$ cat src/rtl/sdram_burst_rd.sv
`timescale 1ns/1ps
module sdram_burst_rd #(
  parameter int COL_W  = 8,
  parameter int DATA_W = 16
) (
  input  logic              clk,
  input  logic              rst_n,
  input  logic              sel_n,
  input  logic              row_strobe_n,
  input  logic              col_strobe_n,
  input  logic              wr_en_n,
  input  logic [COL_W-1:0]  addr,
  output logic              arr_rd,
  output logic [COL_W-1:0]  arr_col,
  input  logic [DATA_W-1:0] arr_data,
  output logic              dq_valid,
  output logic [DATA_W-1:0] dq_out
);
  function automatic logic [COL_W-1:0] len_mask(input logic [2:0] code);
    case (code)
      3'd1:    return COL_W'(1);
      3'd2:    return COL_W'(3);
      3'd3:    return COL_W'(7);
      3'd7:    return '1;
      default: return '0;
    endcase
  endfunction

  wire is_rd   = !sel_n &&  row_strobe_n && !col_strobe_n &&  wr_en_n;
  wire is_mode = !sel_n && !row_strobe_n && !col_strobe_n && !wr_en_n;

  logic [2:0] len_code;
  logic       il_mode;
  logic       lat3;

  always_ff @(posedge clk or negedge rst_n)
    if (!rst_n) begin
      len_code <= 3'd0;
      il_mode  <= 1'b0;
      lat3     <= 1'b1;
    end else if (is_mode) begin
      len_code <= addr[2:0];
      il_mode  <= addr[3];
      lat3     <= (addr[6:4] != 3'd2);
    end

  logic             active;
  logic             b_il;
  logic [COL_W-1:0] start, cnt, bmask;

  always_ff @(posedge clk or negedge rst_n)
    if (!rst_n) begin
      active <= 1'b0;
      b_il   <= 1'b0;
      start  <= '0;
      cnt    <= '0;
      bmask  <= '0;
    end else if (is_rd) begin
      active <= 1'b1;
      b_il   <= il_mode && (len_code != 3'd7);
      start  <= addr;
      cnt    <= '0;
      bmask  <= len_mask(len_code);
    end else if (active) begin
      if (cnt == bmask) active <= 1'b0;
      else              cnt    <= cnt + 1'b1;
    end

  assign arr_rd  = active;
  assign arr_col = b_il ? (start ^ cnt)
                        : ((start & ~bmask) | ((start + cnt) & bmask));

  logic [2:0]        pv;
  logic [DATA_W-1:0] pd0, pd1, pd2;

  always_ff @(posedge clk or negedge rst_n)
    if (!rst_n) begin
      pv  <= '0;
      pd0 <= '0;
      pd1 <= '0;
      pd2 <= '0;
    end else begin
      pv  <= {pv[1:0], arr_rd};
      pd0 <= arr_rd ? arr_data : '0;
      pd1 <= pd0;
      pd2 <= pd1;
    end

  assign dq_valid = lat3 ? pv[2] : pv[1];
  assign dq_out   = lat3 ? pd2   : pd1;
endmodule


$ cat config.mk
export PLATFORM = sky130hd
export DESIGN_NAME = sdram_burst_rd
export DESIGN_NICKNAME = d
export VERILOG_FILES = /design/src/rtl/sdram_burst_rd.sv
export SDC_FILE = /design/constraint.sdc
export NUM_CORES = 1
export LEC_CHECK = 0
export BUFFER_PORTS_ARGS = -buffer_cell sky130_fd_sc_hd__buf_2
export CAP_MARGIN = 20
export CORE_UTILIZATION = 45
export CTS_CLUSTER_DIAMETER = 120
export DETAILED_ROUTE_END_ITERATION = 10
export GPL_ROUTABILITY_DRIVEN = 0
export PLACE_DENSITY = 0.66
export SLEW_MARGIN = 10
export SYNTH_ARGS = -nofsm -noshare
export SYNTH_HDL_FRONTEND = slang
export SYNTH_SLANG_ARGS = --single-unit
$ cat constraint.sdc
create_clock -name clk -period 3.11 [get_ports clk]
set_input_delay 0.4665 -clock clk [delete_from_list [all_inputs] [get_ports clk]]
set_output_delay 0.4665 -clock clk [all_outputs]
set_load 0.1 [all_outputs]
==> flow_summary_export.csv, run 1 <==
group,metric,value,unit
run_status,status,"finished, final reports clean",
route,viasPerCell,5.13,
power,p_leak,1.94,nW
synth,syn_area,3320,um2
grt,grt_usage,0.175,
critical_path,crit_family,"compound AO/OA/AOI/OAI gates",
finish,fin_cells,445,
place,postPlaceCellArea,3720,um2
die,start_util,0.477,
critical_path,crit_arrival,2.52,ns
synth,async_flop_share,1.00,
synth,synth.distinct_cells,47,
synth,syn_inst,287,
clock_tree,root_buffer,"clkbuf_8",
timing,fin_setup_tns,0,ns
route,post-route-drc-count,0,
timing,finalCritPeriodShare,0.962,
route,vias,2281,
die,core-area,6940,um2
timing,hold_viol_final,0,
timing,skew,0.00734,ns
grt,grt_max_degree,79,
critical_path,cp.required,2.64,ns
critical_path,startpoint_type,"flop",
synth,synth_area_leaders,"dfrtp_1, mux2_2, nand2_1",
clock_tree,clkTransAtPathRegs,0.08,ns
synth,syn_area_per_cell,11.6,um2
clock_tree,htree_levels,3,
grt,grt_pass1_vias,2213,
grt,overflow,0,
synth,yosysTopAreaCellShare,0.581,
synth,synth_xor_area_frac,0.0185,
power,p_int,2.19,mW
finish,final_cell_mix,"dfrtp_1, buf_2, nand2_1",
timing,maxSlewHeadroom,0.370,
timing,rsz0062_at_grt,"no",
grt,grt_pass1_wl,10.1,mm
synth,synth_compound_area_frac,0.102,
timing,fin_crit,2.99,ns
timing,fmax,0.334,GHz
clock_tree,cts_tree,"yes",
finish,final_util,0.568,
synth,ys_ff_latch,78,
worst_hold_path,hp-class,"in2async",
synth,synth.area.mux_share,0.0838,
finish,diodes,0,
power,power,4.25,mW
place,numPlacedInstances,429,
power,seq_power_share,0.360,
timing,finalSetupViolations,0,
power,p_comb_frac,0.471,
die,die_x,87.8,um
route,avgRoutedWirePerCell,13.8,um
finish,stdcell_area,3940,um2
synth,yosysWarnings,0,
route,drtAntennaViolNets,0,
critical_path,slowest_delay,0.46,ns
clock_tree,cts.sinks,78,
critical_path,cp.buffers_inverters,1,
critical_path,path_max_fanout,7,
finish,layout_commonest_cell,"dfrtp_1",
power,switchingPower,2.06,mW
clock_tree,clock_latency,0.33,ns
place,hpwlAfterDp,4.22,mm
power,swShare,0.485,
timing,timing.final.max_slew_violations,0,
synth,ys.flop_type,"dfrtp_1",
clock_tree,clk_path_buf_depth,2,
finish,nNetsFinal,384,
route,drt_iter0_drc,79,
critical_path,end_kind,"output pin",
grt,grt_antenna_before_repair,0,
synth,synth_top_area_cell,"dfrtp_1",
power,peakVddDrop,0.683,mV
flow_run,maxCapViolCount,0,
route,first_pass_iters,4,
synth,synth_top_family_by_area,"simple AND/OR/NAND/NOR gates",
route,routed_wirelength,6.15,mm
timing,worst_slew_pin_slew,0.944,ns
clock_tree,numCtsBuffers,9,
die,rows,30,
synth,synthSimpleGateAreaFrac,0.145,
critical_path,critPathKind,"reg2out",
clock_tree,cts_hold_buf,0,
die,io_pins,56,
synth,synth_edf_count,0,
synth,ys_seq_area_frac,0.589,
synth,syn-num-nets,326,
power,clock_power_share,0.169,
place,numPortBuffers,55,
die,die_h,87.8,um
finish,drive_gt1_frac,0.309,
finish,syn_to_final_growth,18.9,%
die,die_area,7720,um2
synth,synthAdderAreaFrac,0.0362,
critical_path,cp_cell_sequence,"ha_1 > a41o_1 > a21oi_1 > mux2_2 > a221oi_4 > xnor2_2 > buf_12",
power,cellPowerDensity,1080,nW/um2
critical_path,crit_slowest_cell,"dfrtp_2",
worst reg2reg max path, cell delays in order (launching register included):
cell     delay [ns]
dfrtp_1        0.77
xor2_1         0.14
nor4_1         0.50
a21oi_2        0.27
nand4_1        0.18
mux2i_1        0.21
through the flow:
stage,setup slack (ns),hold slack (ns)
floorplan,0.0999,0.171
global placement,0.401,0.332
detailed placement,0.318,0.336
CTS,0.0119,0.308
global route,0.00893,0.324
finish,0.119,0.255
path summary, 6_finish.rpt:
path                            startpoint           to  slack [ns]  depth (start not counted)
worst min register to register     pd0[11]      pd1[11]        0.35                          0
min in group clk                   addr[7]     start[7]        0.32                          3
worst max-delay path                cnt[3]   arr_col[7]        0.12                          7
worst max register to register    bmask[6]       cnt[4]        0.95                          5
worst min-delay path                 rst_n  len_code[1]        0.25                          1
max in group asynchronous            rst_n       cnt[3]        2.19                          1
cell usage after synthesis, types with 4 or more instances:
cell,instances
xor2_1,4
mux2_2,22
o22a_1,4
nand2_1,41
ha_1,8
clkbuf_1,8
nand3_1,6
and2_1,16
o21ai_0,11
inv_1,8
a21oi_1,12
nor2_1,16
dfrtp_1,77
per-layer routing:
layer | GRT usage | part of all wire | routed length, um | up-vias
met5 | 0 | 0 | 0 | -
li1 | - | - | - | 1111
met4 | 0.0745 | 0.011 | 70 | 0
met3 | 0.0368 | 0.031 | 189 | 6
met2 | 0.290 | 0.49 | 3020 | 44
met1 | 0.224 | 0.47 | 2870 | 1120
state kept, by name, summed over array words and instances, names as in the netlist:
name / count
arr_rd: 1
b_il: 1
bmask: 4
cnt: 8
il_mode: 1
lat3: 1
len_code: 3
pd0: 16
pd1: 16
pd2: 16
pv: 3
start: 8
area by class of cell:
cell class | instances | area, um2
Inverter | 8 | 30.0
Fill cell | 625 | 3000
Clock buffer | 9 | 124
Multi-Input combinational cell | 189 | 1310
Clock inverter | 6 | 62.6
Sequential cell | 78 | 1960
Tap cell | 96 | 120
Timing Repair Buffer | 59 | 343
what timing repair did:
| item | in CTS | in global routing |
|---|---|---|
| gates resized for setup | 2 | 8 |
| setup endpoints to repair | 2 | 4 |
| pin swaps | 0 | 1 |
| buffers inserted | 0 | 1 |
cells by family (layout without fill, tap and decap cells):
family,after synthesis,after routing
xor gates and xnor gates,7,7
DFF,78,78
and+or+nand+nor,99,99
buffers and inverters,20,82
muxes,25,25
adders and majority gates,9,9
AOI/OAI and AO/OA,49,49
power groups by stage:
stage | Combinational (mW) | Clock, mW | Sequential [mW]
3_5_place_dp | 1.98 | 0 | 1.55
4_1_cts | 1.99 | 0.746 | 1.53
3_3_place_gp | 1.97 | 0 | 1.53
5_1_grt | 2.13 | 0.779 | 1.57
6_report | 2.00 | 0.718 | 1.53
2_1_floorplan | 1.69 | 0 | 1.49
Power figures use the tool's default switching activity.
==> run 2: changes to the inputs <==
--- a/config.mk
+++ b/config.mk
@@ -6,11 +6,12 @@
 export NUM_CORES = 1
 export LEC_CHECK = 0
 export BUFFER_PORTS_ARGS = -buffer_cell sky130_fd_sc_hd__buf_2
-export CAP_MARGIN = 20
+export CORE_ASPECT_RATIO = 0.5
 export CORE_UTILIZATION = 45
 export CTS_CLUSTER_DIAMETER = 120
 export DETAILED_ROUTE_END_ITERATION = 10
 export GPL_ROUTABILITY_DRIVEN = 0
+export GPL_TIMING_DRIVEN = 0
 export PLACE_DENSITY = 0.66
 export SLEW_MARGIN = 10
 export SYNTH_ARGS = -nofsm -noshare
==> run 2 against run 1 <==
Flip-flop and latch count did not move. Sequential share of layout area fell by 1.5 points. Clock-buffer cell count did not move. Die area rose by 0.26%. Critical path type unchanged. Largest power group unchanged. Maximum frequency fell by 0.83%. Final cell count rose by 1.3%. Sequential power barely moved. Via count rose by 3.0%. Clock skew fell by 0.0027 ns. First-iteration DRC count rose by 19%.
==> flow_summary_export.csv, run 2 (same netlist as run 1, synthesis figures left out) <==
group,metric,value,unit
run_status,status,"finished, final reports clean",
timing,fin_crit,3.02,ns
critical_path,cp_cell_sequence,"ha_1 > inv_1 > fa_1 > nor2b_1 > o21ai_1 > a21boi_2 > a21oi_1 > o22a_1 > clkbuf_4",
clock_tree,root_buffer,"clkbuf_16",
critical_path,startpoint_type,"flop",
grt,overflow,0,
finish,syn_to_final_growth,22.5,%
clock_tree,clock_latency,0.33,ns
finish,layout_commonest_cell,"dfrtp_1",
finish,diodes,0,
critical_path,regToRegStartpoint,"cnt[4]",
power,p_leak,1.99,nW
route,drtAntennaViolNets,0,
clock_tree,clkTransAtPathRegs,0.06,ns
route,viasPerCell,5.21,
route,drt_iter0_drc,94,
critical_path,crit_slowest_cell,"fa_1",
finish,drive_gt1_frac,0.306,
timing,rsz0062_at_grt,"no",
clock_tree,numCtsBuffers,9,
finish,final_cell_mix,"dfrtp_1, buf_2, nand2_1",
critical_path,rr_worst_depth,6,
route,vias,2350,
finish,final_util,0.588,
timing,fin_setup_tns,0,ns
route,post-route-drc-count,0,
place,numPortBuffers,55,
worst_hold_path,hp-class,"in2async",
critical_path,end_kind,"output pin",
power,cellPowerDensity,1120,nW/um2
route,first_pass_iters,4,
finish,largestRegisters,"pd0: 16 flops, pd1: 16 flops, pd2: 16 flops",
clock_tree,post-cts-setup-buffers,0,
finish,nNetsFinal,393,
grt,grt_max_degree,62,
route,avgRoutedWirePerCell,14.6,um
clock_tree,cts_hold_buf,0,
timing,maxSlewHeadroom,0.432,
critical_path,crit_arrival,2.55,ns
critical_path,r2r_end,"cnt[4]",
power,peakVddDrop,0.918,mV
clock_tree,cts.sinks,78,
critical_path,slowest_delay,0.42,ns
die,die_area,7740,um2
grt,grt_pass1_wl,10.8,mm
timing,finalCritPeriodShare,0.970,
critical_path,cp.buffers_inverters,2,
finish,fin_cells,451,
timing,fmax,0.332,GHz
critical_path,critPathKind,"reg2out",
clock_tree,htree_levels,3,
flow_run,maxCapViolCount,0,
grt,grt_antenna_before_repair,0,
critical_path,rrSetupSlack,1.27,ns
timing,hold_viol_final,0,
route,routed_wirelength,6.60,mm
die,core-area,6910,um2
critical_path,crit_family,"compound AO/OA/AOI/OAI gates",
timing,finalSetupViolations,0,
die,start_util,0.480,
die,io_pins,56,
clock_tree,cts_tree,"yes",
critical_path,cp.required,2.64,ns
critical_path,path_max_fanout,5,
die,die_x,123,um
place,hpwlAfterDp,4.62,mm
timing,timing.final.max_slew_violations,0,
timing,worst_slew_pin_slew,0.845,ns
timing,skew,0.00463,ns
grt,grt_pass1_vias,2313,
die,rows,21,
grt,grt_usage,0.187,
die,die_h,62.7,um
clock_tree,clk_path_buf_depth,2,
place,numPlacedInstances,435,
==> run 2: cell types whose count changed in the layout (fill, tap and decap cells not counted), sizes merged <==
| cell | before | now |
|---|---|---|
| clkinvlp | 0 | 1 |
| clkinv | 4 | 3 |
| bufinv | 1 | 0 |
| clkbuf | 10 | 19 |
| inv | 9 | 11 |
==> run 2: where the power goes <==
group / total, mW / internal [mW] / switching, mW
clock network: 0.974 / 0.549 / 0.425
logic: 2.07 / 0.528 / 1.54
registers: 1.50 / 1.30 / 0.196
total: 4.54 / 2.38 / 2.16
==> run 2: metrics by stage <==
step	power, mW	hold WS (ns)	setup WS [ns]	cell area, um2
after detailed placement	3.54	0.335	0.0680	3750
after floorplan	3.18	0.171	0.0999	3320
after global routing	4.78	0.0179	0.00280	4060
final	4.54	0.00640	0.0945	4060
after global placement	3.48	0.331	0.0649	3710
after CTS	4.55	0.00774	0.0165	4050
==> run 2: area by class of cell <==
| cell class | count | area, um2 |
|---|---|---|
| Multi-Input combinational cell | 189 | 1310 |
| Clock buffer | 9 | 225 |
| Fill cell | 559 | 2850 |
| Timing Repair Buffer | 56 | 319 |
| Buffer | 12 | 53.8 |
| Sequential cell | 78 | 1960 |
| Inverter | 8 | 30.0 |
| Tap cell | 92 | 115 |
| Clock inverter | 7 | 56.3 |
==> run 2: layer usage <==
metal	vias up	part of all wire	track usage
met4	0	0.014	0.0617
met3	10	0.047	0.0639
li1	1132	-	-
met2	52	0.48	0.300
met5	-	0	0
met1	1156	0.46	0.236
==> run 2: how the worst max path moves through the flow <==
| stage | startpoint | endpoint | cells after the start |
|---|---|---|---|
| 3_3_place_gp | cnt[5] | arr_col[7] | 7 |
| 6_report | cnt[0] | arr_col[4] | 9 |
| 5_1_grt | cnt[3] | arr_col[7] | 7 |
| 2_1_floorplan | cnt[0] | arr_col[1] | 6 |
| 4_1_cts | cnt[0] | arr_col[4] | 9 |
| 3_5_place_dp | cnt[5] | arr_col[7] | 7 |
==> run 2: repair_timing <==
action,in CTS,in global routing
cloned,0,0
pin swaps,1,0
gates resized for setup,6,7
endpoints found under the setup margin,3,4
